[src/rtl/wide_mul_pkg.sv]
package wide_mul_pkg;
  typedef logic [2:0] mul_mode_t;
  localparam mul_mode_t MODE_LO32  = 3'd0;
  localparam mul_mode_t MODE_LO64  = 3'd1;
  localparam mul_mode_t MODE_HI_SS = 3'd2;
  localparam mul_mode_t MODE_HI_UU = 3'd3;
  localparam mul_mode_t MODE_HI_SU = 3'd4;
endpackage

[src/rtl/wide_mul_prep.sv]
module wide_mul_prep
  import wide_mul_pkg::*;
#(
  parameter int XLEN = 64
) (
  input  mul_mode_t         mode_i,
  input  logic [XLEN-1:0]   a_i,
  input  logic [XLEN-1:0]   b_i,
  output logic [XLEN-1:0]   mag_a_o,
  output logic [XLEN-1:0]   mag_b_o,
  output logic              neg_o
);
  logic a_signed, b_signed, a_neg, b_neg;

  always_comb begin
    a_signed = (mode_i == MODE_HI_SS) || (mode_i == MODE_HI_SU);
    b_signed = (mode_i == MODE_HI_SS);
    a_neg    = a_signed && a_i[XLEN-1];
    b_neg    = b_signed && b_i[XLEN-1];
    mag_a_o  = a_neg ? (~a_i + 1'b1) : a_i;
    mag_b_o  = b_neg ? (~b_i + 1'b1) : b_i;
    neg_o    = a_neg ^ b_neg;
  end
endmodule

[src/rtl/wide_mul_core.sv]
module wide_mul_core #(
  parameter int XLEN      = 64,
  parameter int STEP_BITS = 2
) (
  input  logic              clk,
  input  logic              rst,
  input  logic              load_i,
  input  logic [XLEN-1:0]   mag_a_i,
  input  logic [XLEN-1:0]   mag_b_i,
  output logic [2*XLEN-1:0] prod_o,
  output logic              fin_o
);
  localparam int PW    = 2 * XLEN;
  localparam int STEPS = XLEN / STEP_BITS;
  localparam int CW    = $clog2(STEPS + 1);

  logic [PW-1:0]   acc_q, mcand_q, pp;
  logic [XLEN-1:0] mplier_q;
  logic [CW-1:0]   cnt_q;
  logic            fin_q;

  generate
    if (STEP_BITS == 1) begin : g_radix2
      always_comb pp = mplier_q[0] ? mcand_q : '0;
    end else begin : g_radix_hi
      always_comb begin
        pp = '0;
        for (int k = 0; k < STEP_BITS; k++)
          if (mplier_q[k]) pp = pp + (mcand_q << k);
      end
    end
  endgenerate

  always_ff @(posedge clk) begin
    if (rst) begin
      acc_q    <= '0;
      mcand_q  <= '0;
      mplier_q <= '0;
      cnt_q    <= '0;
      fin_q    <= 1'b0;
    end else begin
      fin_q <= 1'b0;
      if (load_i) begin
        acc_q    <= '0;
        mcand_q  <= {{XLEN{1'b0}}, mag_a_i};
        mplier_q <= mag_b_i;
        cnt_q    <= CW'(STEPS);
      end else if (cnt_q != '0) begin
        acc_q    <= acc_q + pp;
        mcand_q  <= mcand_q << STEP_BITS;
        mplier_q <= mplier_q >> STEP_BITS;
        cnt_q    <= cnt_q - 1'b1;
        fin_q    <= (cnt_q == CW'(1));
      end
    end
  end

  assign prod_o = acc_q;
  assign fin_o  = fin_q;

  AST_NO_RELOAD: assert property (@(posedge clk) disable iff (rst)
    load_i |-> cnt_q == '0);
  AST_COUNT_DOWN: assert property (@(posedge clk) disable iff (rst)
    (cnt_q != '0 && !load_i) |=> cnt_q == $past(cnt_q) - 1'b1);
  AST_FIN_AT_END: assert property (@(posedge clk) disable iff (rst)
    fin_q |-> cnt_q == '0);
endmodule

[src/rtl/wide_mul_fmt.sv]
module wide_mul_fmt
  import wide_mul_pkg::*;
#(
  parameter int XLEN = 64
) (
  input  mul_mode_t          mode_i,
  input  logic               neg_i,
  input  logic [2*XLEN-1:0]  prod_i,
  output logic [XLEN-1:0]    res_o
);
  localparam int HALF = XLEN / 2;
  logic [2*XLEN-1:0] sp;

  always_comb begin
    sp = neg_i ? (~prod_i + 1'b1) : prod_i;
    case (mode_i)
      MODE_LO32:  res_o = {{(XLEN-HALF){sp[HALF-1]}}, sp[HALF-1:0]};
      MODE_HI_SS,
      MODE_HI_UU,
      MODE_HI_SU: res_o = sp[2*XLEN-1:XLEN];
      default:    res_o = sp[XLEN-1:0];
    endcase
  end
endmodule

[src/rtl/wide_mul.sv]
module wide_mul
  import wide_mul_pkg::*;
#(
  parameter int XLEN      = 64,
  parameter int STEP_BITS = 2
) (
  input  logic            clk,
  input  logic            rst,
  input  logic            start_i,
  input  logic [2:0]      mode_i,
  input  logic [XLEN-1:0] op_a_i,
  input  logic [XLEN-1:0] op_b_i,
  output logic [XLEN-1:0] result_o,
  output logic            done_o
);
  localparam int HALF = XLEN / 2;

  logic [XLEN-1:0]   mag_a, mag_b, fmt_res, result_q;
  logic [2*XLEN-1:0] prod;
  logic              neg_w, neg_q, busy_q, done_q, fin, accept;
  mul_mode_t         mode_q;

  assign accept = start_i && !busy_q;

  wide_mul_prep #(.XLEN(XLEN)) i_prep (
    .mode_i (mode_i),
    .a_i    (op_a_i),
    .b_i    (op_b_i),
    .mag_a_o(mag_a),
    .mag_b_o(mag_b),
    .neg_o  (neg_w)
  );

  wide_mul_core #(.XLEN(XLEN), .STEP_BITS(STEP_BITS)) i_core (
    .clk    (clk),
    .rst    (rst),
    .load_i (accept),
    .mag_a_i(mag_a),
    .mag_b_i(mag_b),
    .prod_o (prod),
    .fin_o  (fin)
  );

  wide_mul_fmt #(.XLEN(XLEN)) i_fmt (
    .mode_i(mode_q),
    .neg_i (neg_q),
    .prod_i(prod),
    .res_o (fmt_res)
  );

  always_ff @(posedge clk) begin
    if (rst) begin
      busy_q   <= 1'b0;
      neg_q    <= 1'b0;
      mode_q   <= MODE_LO32;
      result_q <= '0;
      done_q   <= 1'b0;
    end else begin
      done_q <= 1'b0;
      if (accept) begin
        busy_q <= 1'b1;
        neg_q  <= neg_w;
        mode_q <= mode_i;
      end else if (fin) begin
        busy_q   <= 1'b0;
        done_q   <= 1'b1;
        result_q <= fmt_res;
      end
    end
  end

  assign result_o = result_q;
  assign done_o   = done_q;

  AST_DONE_SINGLE: assert property (@(posedge clk) disable iff (rst)
    done_o |=> !done_o);
  AST_RESULT_HOLD: assert property (@(posedge clk) disable iff (rst)
    !fin |=> $stable(result_o));
  AST_BUSY_IGNORE: assert property (@(posedge clk) disable iff (rst)
    (busy_q && start_i) |=> ($stable(mode_q) && $stable(neg_q)));
  AST_LO32_SEXT: assert property (@(posedge clk) disable iff (rst)
    (done_o && mode_q == MODE_LO32) |-> result_o[XLEN-1:HALF] == {(XLEN-HALF){result_o[HALF-1]}});
  AST_DONE_AFTER_BUSY: assert property (@(posedge clk) disable iff (rst)
    $rose(done_o) |-> !busy_q);
endmodule

[config.mk]
export PLATFORM = sky130hd
export DESIGN_NAME = wide_mul
export DESIGN_NICKNAME = d
export VERILOG_FILES = /design/src/rtl/wide_mul_pkg.sv /design/src/rtl/wide_mul_prep.sv /design/src/rtl/wide_mul_core.sv /design/src/rtl/wide_mul_fmt.sv /design/src/rtl/wide_mul.sv
export SDC_FILE = /design/constraint.sdc
export NUM_CORES = 2
export LEC_CHECK = 0
export ABC_AREA = 1
export BUFFER_PORTS_ARGS = -buffer_cell sky130_fd_sc_hd__buf_2
export CORE_UTILIZATION = 23
export DETAILED_ROUTE_END_ITERATION = 7
export SETUP_SLACK_MARGIN = 0.05
export SLEW_MARGIN = 20
export SYNTH_ARGS = -nofsm -noshare
export SYNTH_HDL_FRONTEND = slang
export SYNTH_SLANG_ARGS = --single-unit
[constraint.sdc]
create_clock -name clk -period 4.9 [get_ports clk]
set_clock_uncertainty 0.05 [all_clocks]
set_input_delay 0.245 -clock clk [delete_from_list [all_inputs] [get_ports clk]]
set_output_delay 0.245 -clock clk [all_outputs]
set_load 0.01 [all_outputs]
Word-level counts from Yosys, hierarchy flattened
Index checks and enable logic that the tools add are counted.
W data, S select, Z words.

storage, ports and cells
  register bits = 397
  output and inout bits = 65
  logic and storage cells = 58
  input port bits = 134

cells by class
  eq/ne operators = 6
  mux-type cells = 15
  bitwise gates (word level) = 6
  reduce and logical (&&, ||, !) cells = 13
  add/subtract/negate cells = 6

operators by type and width
  operator                   count
  $mux W128                  3
  $mux W64                   6
  $add A128 B128 Y128        2
  $add A128 B1 Y128 const B  1
  $add A64 B1 Y64 const B    2
  $not A128 Y128             1
  $not A64 Y64               2
  $pmux W64 S2               1
  $mux W6                    2
  $eq A3 B2 Y1 const B       3
  $eq A3 B3 Y1 const B       2
  $eq A6 B1 Y1 const B       1
  $reduce_bool A6 Y1         1
  $reduce_or A3 Y1           2
  $sub A6 B1 Y6 const B      1
  $reduce_bool A2 Y1         2
  $logic_and A1 B1 Y1        3
  $logic_not A3 Y1           1
  $mux W1                    3
  $not A1 Y1                 2
  $reduce_and A2 Y1          1
  $reduce_or A2 Y1           1
  $logic_not A1 Y1           1
  $logic_or A1 B1 Y1         1
  $xor A1 B1 Y1              1

Logic depth before layout (Yosys ltp)
  depth in word-level cells = 5
  mapped depth = 44
  depth with buffers taken out = 39

By module
From an unflattened synthesis, not the netlist that was laid out.

second synthesis, totals
  cell total of the unflattened synthesis = 9097
  area total of the unflattened synthesis = 49162.2 sq um

by module, submodules not included
  module         sequential area each (sq um)  instances  area each (sq um)  cells each
  wide_mul_core  6546.3                        1          35589.1            6378
  wide_mul_fmt   0.0                           1          5915.7             1272
  wide_mul_prep  0.0                           1          4620.7             1002
  wide_mul       1401.3                        1          3036.7             445

Worst setup path before layout
Ideal clock, no wire load.

  kind = register to register
  start point = reg i_core.mplier_q[0]
  end point = reg i_core.acc_q[121], in the netlist i_core.prod_o[121]
  arrival time = 4.937 ns
  period minus slack after synthesis = 5.097 ns
  data required time = 4.741 ns
  stages on the path, launching flop included = 42
  buffers on the path = 5
  library setup time = 0.109 ns
  path slack = -0.197 ns
  cells stage by stage = dfxtp_1 -> buf_6 -> buf_6 -> buf_4 -> clkbuf_1 -> buf_1 -> nand2_1 -> inv_1 -> ha_1 -> fa_1 -> nand3_1 -> nor2_1 -> nor2_1 -> nor2_1 -> nand2_1 -> nand2_1 -> nand2_1 -> nand2_2 -> [6 not listed] -> or2_0 -> nand3_1 -> o21ai_1 -> ha_1 -> nand2_1 -> nor2_1 -> inv_1 -> nor2_1 -> inv_1 -> nor4_1 -> nand3_1 -> nand3_1 -> a21o_1 -> nand2_1 -> nand3_1 -> nand3_1 -> nand2_1 -> inv_1

on the way
  word-level cells in the longest chain between the ends = 4

ends and longest elaborated chain
  what                     RTL line             text
  from (decl)              wide_mul_core.sv:18  logic [XLEN-1:0] mplier_q;
  from (signal assigned)   wide_mul_core.sv:46  mplier_q <= mag_b_i;
  from (signal assigned)   wide_mul_core.sv:51  mplier_q <= mplier_q >> STEP_BITS;
  $mux W128 (*)            wide_mul_core.sv:29  if (mplier_q[k]) pp = pp + (mcand_q << k);
  $add A128 B128 Y128      wide_mul_core.sv:29
  $mux W128 (*)            wide_mul_core.sv:29
  $add A128 B128 Y128 (*)  wide_mul_core.sv:49  acc_q <= acc_q + pp;
  to (signal assigned)     wide_mul_core.sv:49
  to (decl)                wide_mul_core.sv:17  logic [PW-1:0] acc_q, mcand_q, pp;

Every way passes the cells marked *; elsewhere a longest branch is shown, timed or not.
A chain may end at the register's enable or synchronous reset.

Worst setup path in the final report
  start point = reg i_core.mplier_q[0]
  end point = reg i_core.acc_q[107], in the netlist i_core.prod_o[107]

Same word-level chain as after synthesis.

==> impl_metrics.ini <==
[status]
outcome = finished with violations
violations = negative setup slack

[sta]
hold_viol = 0
hold-worst-slack_ns = 0.02435
grt_setup_unrepaired = yes
min_period_over_period_pct = 109.9
timing.fmax_mhz = 185.6
slew_violations = 0
period_minus_slack_ns = 5.387
max-slew-margin-rel_pct = 24.97
setup_viol = 59
worstMarginPinSlew_ns = 1.114
setup_tns_ns = -12.16
final.setup.worst_slack_ns = -0.4872

[synth]
synth-edff-count = 0
syn-cell-area_sq_um = 46670
synth_nets = 8766
syn-instance-count = 8418
ys_seq_area_share_pct = 17.03
ys_ff_latch = 397
synth_top_area_cell = dfxtp_1
ys_async_sr_fraction_pct = 0
avgSynthCellArea_sq_um = 5.544
synthTopCellsByCount = 1837 x nand2_1, 1267 x inv_1, 1106 x nor2_1, 910 x a21oi_1, 826 x o21ai_0
synth_top_area_share_pct = 17.03
synth_most_common_cell = nand2_1
synth_area_leaders = dfxtp_1 17%, nand2_1 15%, inv_1 10%
yosysWarnings = 0
ys_types = 64
synth-main-ff-cell = dfxtp_1

[drt]
drt_iter0_markers = 6740
wl_microns = 263900
drc = 0
dr.pass1.iters = 6
avgViaCountPerCell = 4.940
num_vias = 65310
post_drt_wl_per_cell_microns = 19.96
ant_nets = 0

[min_path]
min_path_type = input pin to register
hold_start = op_a_i[28]

[clocking]
cts_buffers = 53
clk_pin_slew_ns = 0.06
clockRootBuffer = clkbuf_16
cts_max_level = 2
cts_tree = yes
cts_num_sinks = 397
clk_path_buf_depth = 3
clock_latency_ns = 0.74

[layout]
nets = 10860
fillers = 21600
synthToLayoutAreaGrowth_pct = 61.62
final_cells = 13220
drive_above_1_share_pct = 35.24
multi_input_area_sq_um = 39710
seqCellArea_sq_um = 7959

[floorplan]
fp.dieW_microns = 452.5
start_util_pct = 23.26
fp.dieH_microns = 452.5
rows = 164
ios = 199
core-area_sq_um = 200700
dieArea_sq_um = 204700

[setup_path]
critPathMaxFanout = 7
critPathKind = register to register
cp-start-kind = register
cp-end-kind = register
cpMostUsedCell = inv_1
required_ns = 5.46
critPathLaunch = i_core.mplier_q[0]
slowest_delay_ns = 0.41
cp.buffers_inverters = 12
cp_slowest_cell = dfxtp_4
timing.rr.start = i_core.mplier_q[0]
arrival_ns = 5.94
path_delay_family = compound AO/OA/AOI/OAI gates

[flow_run]
drv_cap = 0

[placement]
place_ws_ns = -1.296
gp_congestion = 1.056
hpwlAfterDp_microns = 214400
port_buffers = 198
place_inst = 12840

[grt]
grt_max_degree = 133
grt_pass1_vias = 60320
antenna_found_initial = 11
grt.total_usage_pct = 24.27
grt_pass1_wl_microns = 376500
grt_overflow = 0

[pwr]
ir_drop_mv = 0.5645
leakagePower_nw = 34.35
power_w = 0.02746
p_per_area_nw_per_um2 = 364.1
[repair_timing]
item                                    in CTS  in global routing
hold endpoints to repair                   112                  0
buffers inserted                            48                107
resized for setup                          581               1333
pin swaps                                   74                220
endpoints found under the setup margin      93                102
gates cloned                                 2                  6
hold buffers                               107                  0
[placed cells by master (no fill, tap or decap), types with 61 or more instances in the layout]
| master | netlist | final |
|---|---|---|
| buf_4 | 6 | 1899 |
| nand2_1 | 1837 | 1631 |
| inv_1 | 1267 | 1149 |
| nor2_1 | 1106 | 772 |
| a21oi_1 | 910 | 709 |
| o21ai_0 | 826 | 587 |
| dfxtp_1 | 397 | 394 |
| nand3_1 | 443 | 370 |
| nor2_2 | 24 | 221 |
| buf_2 | 0 | 197 |
| nand2_2 | 25 | 193 |
| xor2_1 | 194 | 182 |
| o21ai_1 | 66 | 172 |
| a21oi_2 | 4 | 164 |
| inv_2 | 30 | 143 |
| nor2_4 | 1 | 138 |
| o21ai_2 | 10 | 114 |
| ha_4 | 0 | 114 |
| dlygate4sd3_1 | 0 | 107 |
| nand4_1 | 105 | 105 |
| ha_1 | 212 | 92 |
| nor3_1 | 96 | 79 |
| a31oi_1 | 102 | 74 |
| xnor2_1 | 64 | 63 |
| nand3_2 | 2 | 62 |
| o211ai_1 | 61 | 61 |
| clkbuf_16 | 0 | 61 |
[cell type report]
class,instances,area share (%)
multi-input cells,6478,52.65
clock buffers,70,2.019
diodes,7,0.02322
clock inverters,30,0.5756
well taps,2656,4.406
flip-flops and latches,397,10.55
inverters,1298,6.484
repair buffers,2283,23.29
[per-stage QoR]
step,utilization (%),area [sq um]
3_5_place_dp,31.86,63930
3_3_place_gp,31.86,63930
4_1_cts,34.51,69260
5_1_grt,37.59,75430
6_report,37.59,75430
2_1_floorplan,-,46730
[worst register-to-register path, delay by kind of cell, from the launching register on]
kind                       cells  cell delay [ns]
AOI/OAI and AO/OA             12             2.05
and+or+nand+nor                6             0.69
xor gates and xnor gates       2             0.30
adders and majority gates      2             0.41
buffers and inverters         12             1.38
DFF                            1             0.41
[final timing paths]
kind                    endpoint  depth (start not counted)  slack, ns
min           i_core.mcand_q[28]                          5       0.02
max           i_core.prod_o[107]                         34      -0.49
min reg2reg  i_core.mplier_q[17]                          2       0.41
max reg2reg   i_core.prod_o[107]                         34      -0.49
[cells by family (layout without fill, tap and decap cells)]
logic type,count (synthesis),after routing,share of synthesized area [%]
AOI/OAI and AO/OA,2192,2192,25.47
xor gates and xnor gates,261,261,4.971
adders and majority gates,214,214,5.769
buffers and inverters,1543,3681,12.61
DFF,397,397,17.03
other,0,7,0
and+or+nand+nor,3811,3811,34.15
[sequential cells by signal, indices dropped and copies added, names as in the netlist]
signal	count
i_core.mcand_q	128
i_core.prod_o	128
i_core.mplier_q	64
result_o	64
i_core.cnt_q	6
mode_q	3
busy_q	1
done_o	1
i_core.fin_o	1
neg_q	1
[layer usage]
metal  track usage (%)  part of all wire [%]
met5                 0                 0.023
met4             11.59                   5.6
met3             3.094                   7.9
met2             37.20                    42
met1             33.39                    44
[power by group]
| group | switching, W | total, W | leakage (nW) | internal [W] |
|---|---|---|---|---|
| Clock | 0.00192 | 0.00455 | 0.936 | 0.00263 |
| Combinational | 0.0110 | 0.0171 | 30.2 | 0.00609 |
| Sequential | 0.00178 | 0.00580 | 3.24 | 0.00402 |
(Power assumes the default switching activity.)
